$ cat config.mk
export PLATFORM = sky130hd
export DESIGN_NAME = usb_hport_reg
export DESIGN_NICKNAME = d
export VERILOG_FILES = /design/src/rtl/usb_hport_pkg.sv /design/src/rtl/usb_hport_link.sv /design/src/rtl/usb_hport_sticky.sv /design/src/rtl/usb_hport_ctl.sv /design/src/rtl/usb_hport_reg.sv
export SDC_FILE = /design/constraint.sdc
export NUM_CORES = 1
export LEC_CHECK = 0
export BUFFER_PORTS_ARGS = -buffer_cell sky130_fd_sc_hd__buf_2
export CORE_MARGIN = 4
export CORE_UTILIZATION = 37
export DETAILED_ROUTE_END_ITERATION = 7
export PLACE_DENSITY = 0.89
export SLEW_MARGIN = 20
export SYNTH_ARGS = -nofsm -noshare
export SYNTH_HDL_FRONTEND = slang
export SYNTH_SLANG_ARGS = --single-unit
$ cat constraint.sdc
create_clock -name clk -period 1.25 [get_ports clk]
set_clock_uncertainty 0.15 [all_clocks]
set_input_delay 0.1875 -clock clk [delete_from_list [all_inputs] [get_ports clk]]
set_output_delay 0.1875 -clock clk [all_outputs]
set_load 0.1 [all_outputs]
$ cat src/rtl/usb_hport_pkg.sv
package usb_hport_pkg;
    localparam int DATA_W   = 32;
    localparam int TEST_W   = 4;
    localparam int SPD_W    = 2;
    localparam int TEST_MAX = 5;

    localparam int B_CONN   = 0;
    localparam int B_CDET   = 1;
    localparam int B_EN     = 2;
    localparam int B_ENCHG  = 3;
    localparam int B_OVC    = 4;
    localparam int B_OVCCHG = 5;
    localparam int B_RES    = 6;
    localparam int B_SUSP   = 7;
    localparam int B_RST    = 8;
    localparam int B_DP     = 10;
    localparam int B_DM     = 11;
    localparam int B_PWR    = 12;
    localparam int B_TST    = 13;
    localparam int B_SPD    = 17;
    localparam int B_TOP    = B_SPD + SPD_W;

    localparam int N_STICKY = 3;

    typedef enum logic [1:0] {
        LS_DETACHED = 2'd0,
        LS_ATTACHED = 2'd1,
        LS_ENABLED  = 2'd2
    } link_state_e;

    typedef enum logic [1:0] {
        PS_ACTIVE    = 2'd0,
        PS_SUSPENDED = 2'd1,
        PS_RESUMING  = 2'd2
    } pwr_state_e;
endpackage

$ cat src/rtl/usb_hport_link.sv
module usb_hport_link
    import usb_hport_pkg::*;
(
    input  logic clk,
    input  logic rst_n,
    input  logic dev_present,
    input  logic rst_done,
    input  logic ovc_in,
    input  logic sw_disable,
    output logic conn_sts,
    output logic conn_ev,
    output logic disc_ev,
    output logic enabled,
    output logic en_toggle
);
    link_state_e state_q, state_d;
    logic        present_q;

    always_ff @(posedge clk or negedge rst_n) begin
        if (!rst_n) begin
            state_q   <= LS_DETACHED;
            present_q <= 1'b0;
        end else begin
            state_q   <= state_d;
            present_q <= dev_present;
        end
    end

    assign conn_ev = dev_present & ~present_q;
    assign disc_ev = ~dev_present & present_q;

    always_comb begin
        state_d = state_q;
        unique case (state_q)
            LS_DETACHED: begin
                if (conn_ev) state_d = LS_ATTACHED;          // T_CONNECT
            end
            LS_ATTACHED: begin
                if (disc_ev) state_d = LS_DETACHED;          // T_DETACH
                else if (rst_done && !ovc_in) state_d = LS_ENABLED; // T_ENABLE
            end
            LS_ENABLED: begin
                if (disc_ev) state_d = LS_DETACHED;          // T_DETACH
                else if (ovc_in || sw_disable) state_d = LS_ATTACHED; // T_DISABLE
            end
            default: state_d = LS_DETACHED;
        endcase
    end

    always_comb begin
        conn_sts  = present_q;
        enabled   = (state_q == LS_ENABLED);
        en_toggle = (state_q == LS_ENABLED) != (state_d == LS_ENABLED);
    end
endmodule

$ cat src/rtl/usb_hport_sticky.sv
module usb_hport_sticky #(
    parameter int N = 3
) (
    input  logic         clk,
    input  logic         rst_n,
    input  logic [N-1:0] set_i,
    input  logic [N-1:0] clr_i,
    output logic [N-1:0] q
);
    for (genvar i = 0; i < N; i++) begin : g_flag
        always_ff @(posedge clk or negedge rst_n) begin
            if (!rst_n)        q[i] <= 1'b0;
            else if (set_i[i]) q[i] <= 1'b1;
            else if (clr_i[i]) q[i] <= 1'b0;
        end
    end
endmodule

$ cat src/rtl/usb_hport_ctl.sv
module usb_hport_ctl
    import usb_hport_pkg::*;
(
    input  logic              clk,
    input  logic              rst_n,
    input  logic              wr,
    input  logic              wr_pwr,
    input  logic              wr_rst,
    input  logic              wr_susp,
    input  logic              wr_res,
    input  logic [TEST_W-1:0] wr_test,
    input  logic              ovc_in,
    input  logic              rst_done,
    input  logic              wakeup_det,
    input  logic              disc_ev,
    output logic              power,
    output logic              reset,
    output logic              suspend,
    output logic              resume,
    output logic [TEST_W-1:0] test_code,
    output logic [TEST_W-1:0] test_out
);
    pwr_state_e ps_q, ps_d;

    always_ff @(posedge clk or negedge rst_n) begin
        if (!rst_n) ps_q <= PS_ACTIVE;
        else        ps_q <= ps_d;
    end

    always_comb begin
        ps_d = ps_q;
        unique case (ps_q)
            PS_ACTIVE, PS_SUSPENDED, PS_RESUMING: begin
                if (wr) begin
                    if (wr_res)                ps_d = PS_RESUMING;  // T_RESUME
                    else if (wr_susp && !wr_rst) ps_d = PS_SUSPENDED; // T_SUSPEND
                    else                       ps_d = PS_ACTIVE;    // T_WAKE_IDLE
                end
                if (wakeup_det) ps_d = PS_RESUMING;                 // T_RESUME
                if (disc_ev)    ps_d = PS_ACTIVE;                   // T_DROP
            end
            default: ps_d = PS_ACTIVE;
        endcase
    end

    always_comb begin
        suspend = (ps_q == PS_SUSPENDED);
        resume  = (ps_q == PS_RESUMING);
    end

    always_ff @(posedge clk or negedge rst_n) begin
        if (!rst_n) begin
            power     <= 1'b0;
            reset     <= 1'b0;
            test_code <= '0;
        end else begin
            if (ovc_in)  power <= 1'b0;
            else if (wr) power <= wr_pwr;
            if (wr)            reset <= wr_rst;
            else if (rst_done) reset <= 1'b0;
            if (wr) test_code <= wr_test;
        end
    end

    assign test_out = (int'(test_code) <= TEST_MAX) ? test_code : '0;
endmodule

$ cat src/rtl/usb_hport_reg.sv
module usb_hport_reg
    import usb_hport_pkg::*;
(
    input  logic              clk,
    input  logic              rst_n,
    input  logic              reg_wr,
    input  logic [DATA_W-1:0] reg_wdata,
    output logic [DATA_W-1:0] reg_rdata,
    input  logic              dev_present,
    input  logic              rst_done,
    input  logic              ovc_in,
    input  logic              wakeup_det,
    input  logic [SPD_W-1:0]  speed_in,
    input  logic              line_dp,
    input  logic              line_dm,
    output logic              port_power,
    output logic              port_reset,
    output logic              port_suspend,
    output logic              port_resume,
    output logic [TEST_W-1:0] test_mode,
    output logic              port_irq
);
    logic [DATA_W-1:0]   w1;
    logic                conn_sts, conn_ev, disc_ev, enabled, en_toggle;
    logic                ovc_q;
    logic [SPD_W-1:0]    spd_q;
    logic                dp_q, dm_q;
    logic [N_STICKY-1:0] stk_set, stk_clr, stk_q;
    logic [TEST_W-1:0]   test_code;
    logic                unused_wbits;

    assign w1 = reg_wr ? reg_wdata : '0;
    assign unused_wbits = ^{reg_wdata[DATA_W-1:B_TST+TEST_W], reg_wdata[B_DM:B_DP+0],
                            reg_wdata[9], reg_wdata[B_OVC], reg_wdata[B_CONN]};

    always_ff @(posedge clk or negedge rst_n) begin
        if (!rst_n) begin
            ovc_q <= 1'b0;
            spd_q <= '0;
            dp_q  <= 1'b0;
            dm_q  <= 1'b0;
        end else begin
            ovc_q <= ovc_in;
            spd_q <= speed_in;
            dp_q  <= line_dp;
            dm_q  <= line_dm;
        end
    end

    usb_hport_link u_link (
        .clk        (clk),
        .rst_n      (rst_n),
        .dev_present(dev_present),
        .rst_done   (rst_done),
        .ovc_in     (ovc_in),
        .sw_disable (w1[B_EN]),
        .conn_sts   (conn_sts),
        .conn_ev    (conn_ev),
        .disc_ev    (disc_ev),
        .enabled    (enabled),
        .en_toggle  (en_toggle)
    );

    assign stk_set = {ovc_in != ovc_q, en_toggle, conn_ev};
    assign stk_clr = {w1[B_OVCCHG], w1[B_ENCHG], w1[B_CDET]};

    usb_hport_sticky #(.N(N_STICKY)) u_sticky (
        .clk  (clk),
        .rst_n(rst_n),
        .set_i(stk_set),
        .clr_i(stk_clr),
        .q    (stk_q)
    );

    usb_hport_ctl u_ctl (
        .clk       (clk),
        .rst_n     (rst_n),
        .wr        (reg_wr),
        .wr_pwr    (reg_wdata[B_PWR]),
        .wr_rst    (reg_wdata[B_RST]),
        .wr_susp   (reg_wdata[B_SUSP]),
        .wr_res    (reg_wdata[B_RES]),
        .wr_test   (reg_wdata[B_TST +: TEST_W]),
        .ovc_in    (ovc_in),
        .rst_done  (rst_done),
        .wakeup_det(wakeup_det),
        .disc_ev   (disc_ev),
        .power     (port_power),
        .reset     (port_reset),
        .suspend   (port_suspend),
        .resume    (port_resume),
        .test_code (test_code),
        .test_out  (test_mode)
    );

    always_comb begin
        reg_rdata                  = '0;
        reg_rdata[B_CONN]          = conn_sts;
        reg_rdata[B_CDET]          = stk_q[0];
        reg_rdata[B_EN]            = enabled;
        reg_rdata[B_ENCHG]         = stk_q[1];
        reg_rdata[B_OVC]           = ovc_q;
        reg_rdata[B_OVCCHG]        = stk_q[2];
        reg_rdata[B_RES]           = port_resume;
        reg_rdata[B_SUSP]          = port_suspend;
        reg_rdata[B_RST]           = port_reset;
        reg_rdata[B_DP]            = dp_q;
        reg_rdata[B_DM]            = dm_q;
        reg_rdata[B_PWR]           = port_power;
        reg_rdata[B_TST +: TEST_W] = test_code;
        reg_rdata[B_SPD +: SPD_W]  = spd_q;
    end

    assign port_irq = |stk_q;
endmodule

==> results.cfg <==
[status]
outcome = finished with violations
violations = negative setup slack

[yosys]
synth.area.top_cells = sky130_fd_sc_hd__dfrtp_1, sky130_fd_sc_hd__buf_4, sky130_fd_sc_hd__nand2_1, sky130_fd_sc_hd__mux2_2, sky130_fd_sc_hd__nor2b_1
synth-main-ff-cell = sky130_fd_sc_hd__dfrtp_1
synth_largest_area_cell = sky130_fd_sc_hd__dfrtp_1
synth_most_common_cell = sky130_fd_sc_hd__buf_4
synth-seq-area-share_pct = 48.4
netlist_area_um2 = 982
syn_inst = 96
yosys.cell_types.count = 25
synth-async-reset-ratio_pct = 100
postSynthRegisterBits = 19
number_of_flops_mapped_to_enable_cells_by_yosys = 0
avgSynthCellArea_um2 = 10.2
synth-warning-count = 0
synth.cells.most_frequent = sky130_fd_sc_hd__buf_4, sky130_fd_sc_hd__dfrtp_1, sky130_fd_sc_hd__nand2_1, sky130_fd_sc_hd__nor2b_1, sky130_fd_sc_hd__nor2_1
yosys.area.top_type_share_pct = 48.4

[drt]
wl_per_cell_um = 20.3
vias = 1018
routed_via_density = 5.04
route.final.wire_length_um = 4110
route.detailed.drc = 0
route.antenna.remaining_nets = 0
detail_route.first_pass.iterations = 4
first_iter_violations = 85

[die]
core_region_area_um2 = 2500
die-height_um = 59.5
core.rowCount = 18
io-pin-count = 84
dieArea_um2 = 3540
floorplan.die.width_um = 59.5
initial_utilization_pct = 39.3

[clock_tree]
cts_tree = done
htreeDepth = 1
cts_made_buffers = 3
cts_buffer_depth = 2
number_of_clock_sinks = 19
cts-root-buf = sky130_fd_sc_hd__clkbuf_4
register_clock_pin_slew_on_the_reported_worst_setup_and_hold_paths_ps = 110
worst_skew_pair.late_latency_ps = 300

[power_and_ir_drop]
leakage_uw = 0.000948
power.total_uw = 2620
vdd_drop_max_mv = 1.08
power.density_cell_area_nw_per_um2 = 1270

[placement]
finalWeightedCongestion = 0.784
hpwlAfterDp_um = 2240
portBuffers = 48
dp_worst_setup_slack_ps = -219

[cells_and_area]
fillerInstances = 117
layout.nets = 216
antenna_cells = 0
multi_input_area_um2 = 497
post-route-util_pct = 82.4
footprint_of_the_flip_flops_and_latches_um2 = 505
drive_above_1_share_pct = 62.8
syn2layout_area_growth_pct = 110

[global_routing]
antenna_found_initial = 1
grt.overflow.total = 0
first_pass_grt_wire_length_um = 5640
grtUsageTotal_pct = 22.4
grt_start_max_net_pins = 20
vias_in_the_first_global_route = 1108

[sta]
setup_viol = 25
grt_setup_unrepaired = yes
period_minus_slack_ps = 1690
slew_violations = 0
worst_slack_ps = -443
timing.setup.tns_ps = -4950
timing_hold_violations_final = 0
max_clock_freq_ghz = 0.591
timing.final.crit_share_pct = 135

[worst_setup_path]
timing.critical_path.arrival_ps = 1360
timing.critical_path.fanout_max = 4
crit_path_end_kind = output port
cp_data_required_time_ps = 910
timing.critical_path.from_type = flip-flop
timing.setup.critical_path_class = reg -> out

[hold_path]
min-delay-path-class = in -> reg

[run]
maxCapViolCount = 0
logic make-up after synthesis:
family                 Yosys count  synth area share [%]
flip-flops                      19                  48.4
multiplexers                     4                  4.46
AND/OR/NAND/NOR                 31                  16.6
other                            1                 0.382
XOR/XNOR                         1                 0.892
AO/OA/AOI/OAI                   11                  8.79
buffers and inverters           29                  20.5
metal layers:
layer,track usage (%),wire length [um]
met1,21.8,1400
met2,42.6,2140
met3,5.01,435
met4,12.3,125
met5,0,7
cell type report:
class	instances	area share [%]
Tap cell	30	1.82
Inverter	3	0.547
Clock inverter	1	0.243
Clock buffer	3	1.09
Multi-Input combinational cell	62	24.1
Timing Repair Buffer	84	47.6
Sequential cell	19	24.5
what timing repair did:
| item | 4_1_cts | 5_1_grt |
|---|---|---|
| pin swaps | 6 | 4 |
| setup buffers | 6 | 6 |
| hold buffers | 14 | 0 |
| setup endpoints to repair | 23 | 32 |
| resized for setup | 18 | 19 |
| endpoints found under the hold margin | 31 | 0 |
per-stage QoR:
stage | hold WS [ps] | area, um^2 | instances
5_1_grt | 11.1 | 2060 | 202
4_1_cts | 0.554 | 1950 | 198
6_report | 23.1 | 2060 | 202
3_5_place_dp | -7.33 | 1670 | 174
3_3_place_gp | -20.5 | 1670 | 174
2_1_floorplan | -258 | 1150 | 110
final timing paths:
check                              startpoint                  to  slack, ps  cells after the start
max reg2reg                 u_link.state_q[0]       u_sticky.q[1]       -130                      5
max                        u_ctl.test_code[2]        test_mode[0]       -440                      2
min reg2reg                     u_sticky.q[1]       u_sticky.q[1]        520                      2
max in group asynchronous               rst_n  u_ctl.test_code[1]        370                      2
min in group asynchronous               rst_n       u_ctl.ps_q[0]        230                      2
min                               dev_present       u_sticky.q[0]         20                      3
layout by cell type (no fill, tap or decap), drive strengths merged:
| master | instances |
|---|---|
| a2111oi | 1 |
| dlygate4sd3 | 14 |
| nor3 | 1 |
| nand3b | 2 |
| or3 | 1 |
| nand2 | 12 |
| a41oi | 1 |
| xnor2 | 1 |
| inv | 3 |
| a221o | 1 |
| a22o | 1 |
| nor4b | 1 |
| or3b | 1 |
| o21ai | 3 |
| a211oi | 3 |
| nand2b | 2 |
| conb | 15 |
| nor2b | 5 |
| clkbuf | 3 |
| dfrtp | 19 |
| mux2 | 3 |
| clkinv | 1 |
| nor3b | 2 |
| buf | 70 |
| nor2 | 4 |
| mux2i | 1 |
| a21oi | 1 |
state kept, by name, indices dropped and copies added, names as in the netlist, 2 cells and up:
| name | cells |
|---|---|
| u_ctl.test_code | 4 |
| u_sticky.q | 3 |
| spd_q | 2 |
| u_ctl.ps_q | 2 |
| u_link.state_q | 2 |
critical path, stage by stage (launching register included):
cell                       delay [ps]
sky130_fd_sc_hd__dfrtp_4          540
sky130_fd_sc_hd__a211oi_4         310
sky130_fd_sc_hd__buf_12           210
power by group:
group,total (uW),internal (uW),switching [uW]
registers,778,689,88.8
clock network,316,119,197
logic,1530,547,980
No activity file was read; power rests on OpenSTA's default activity.
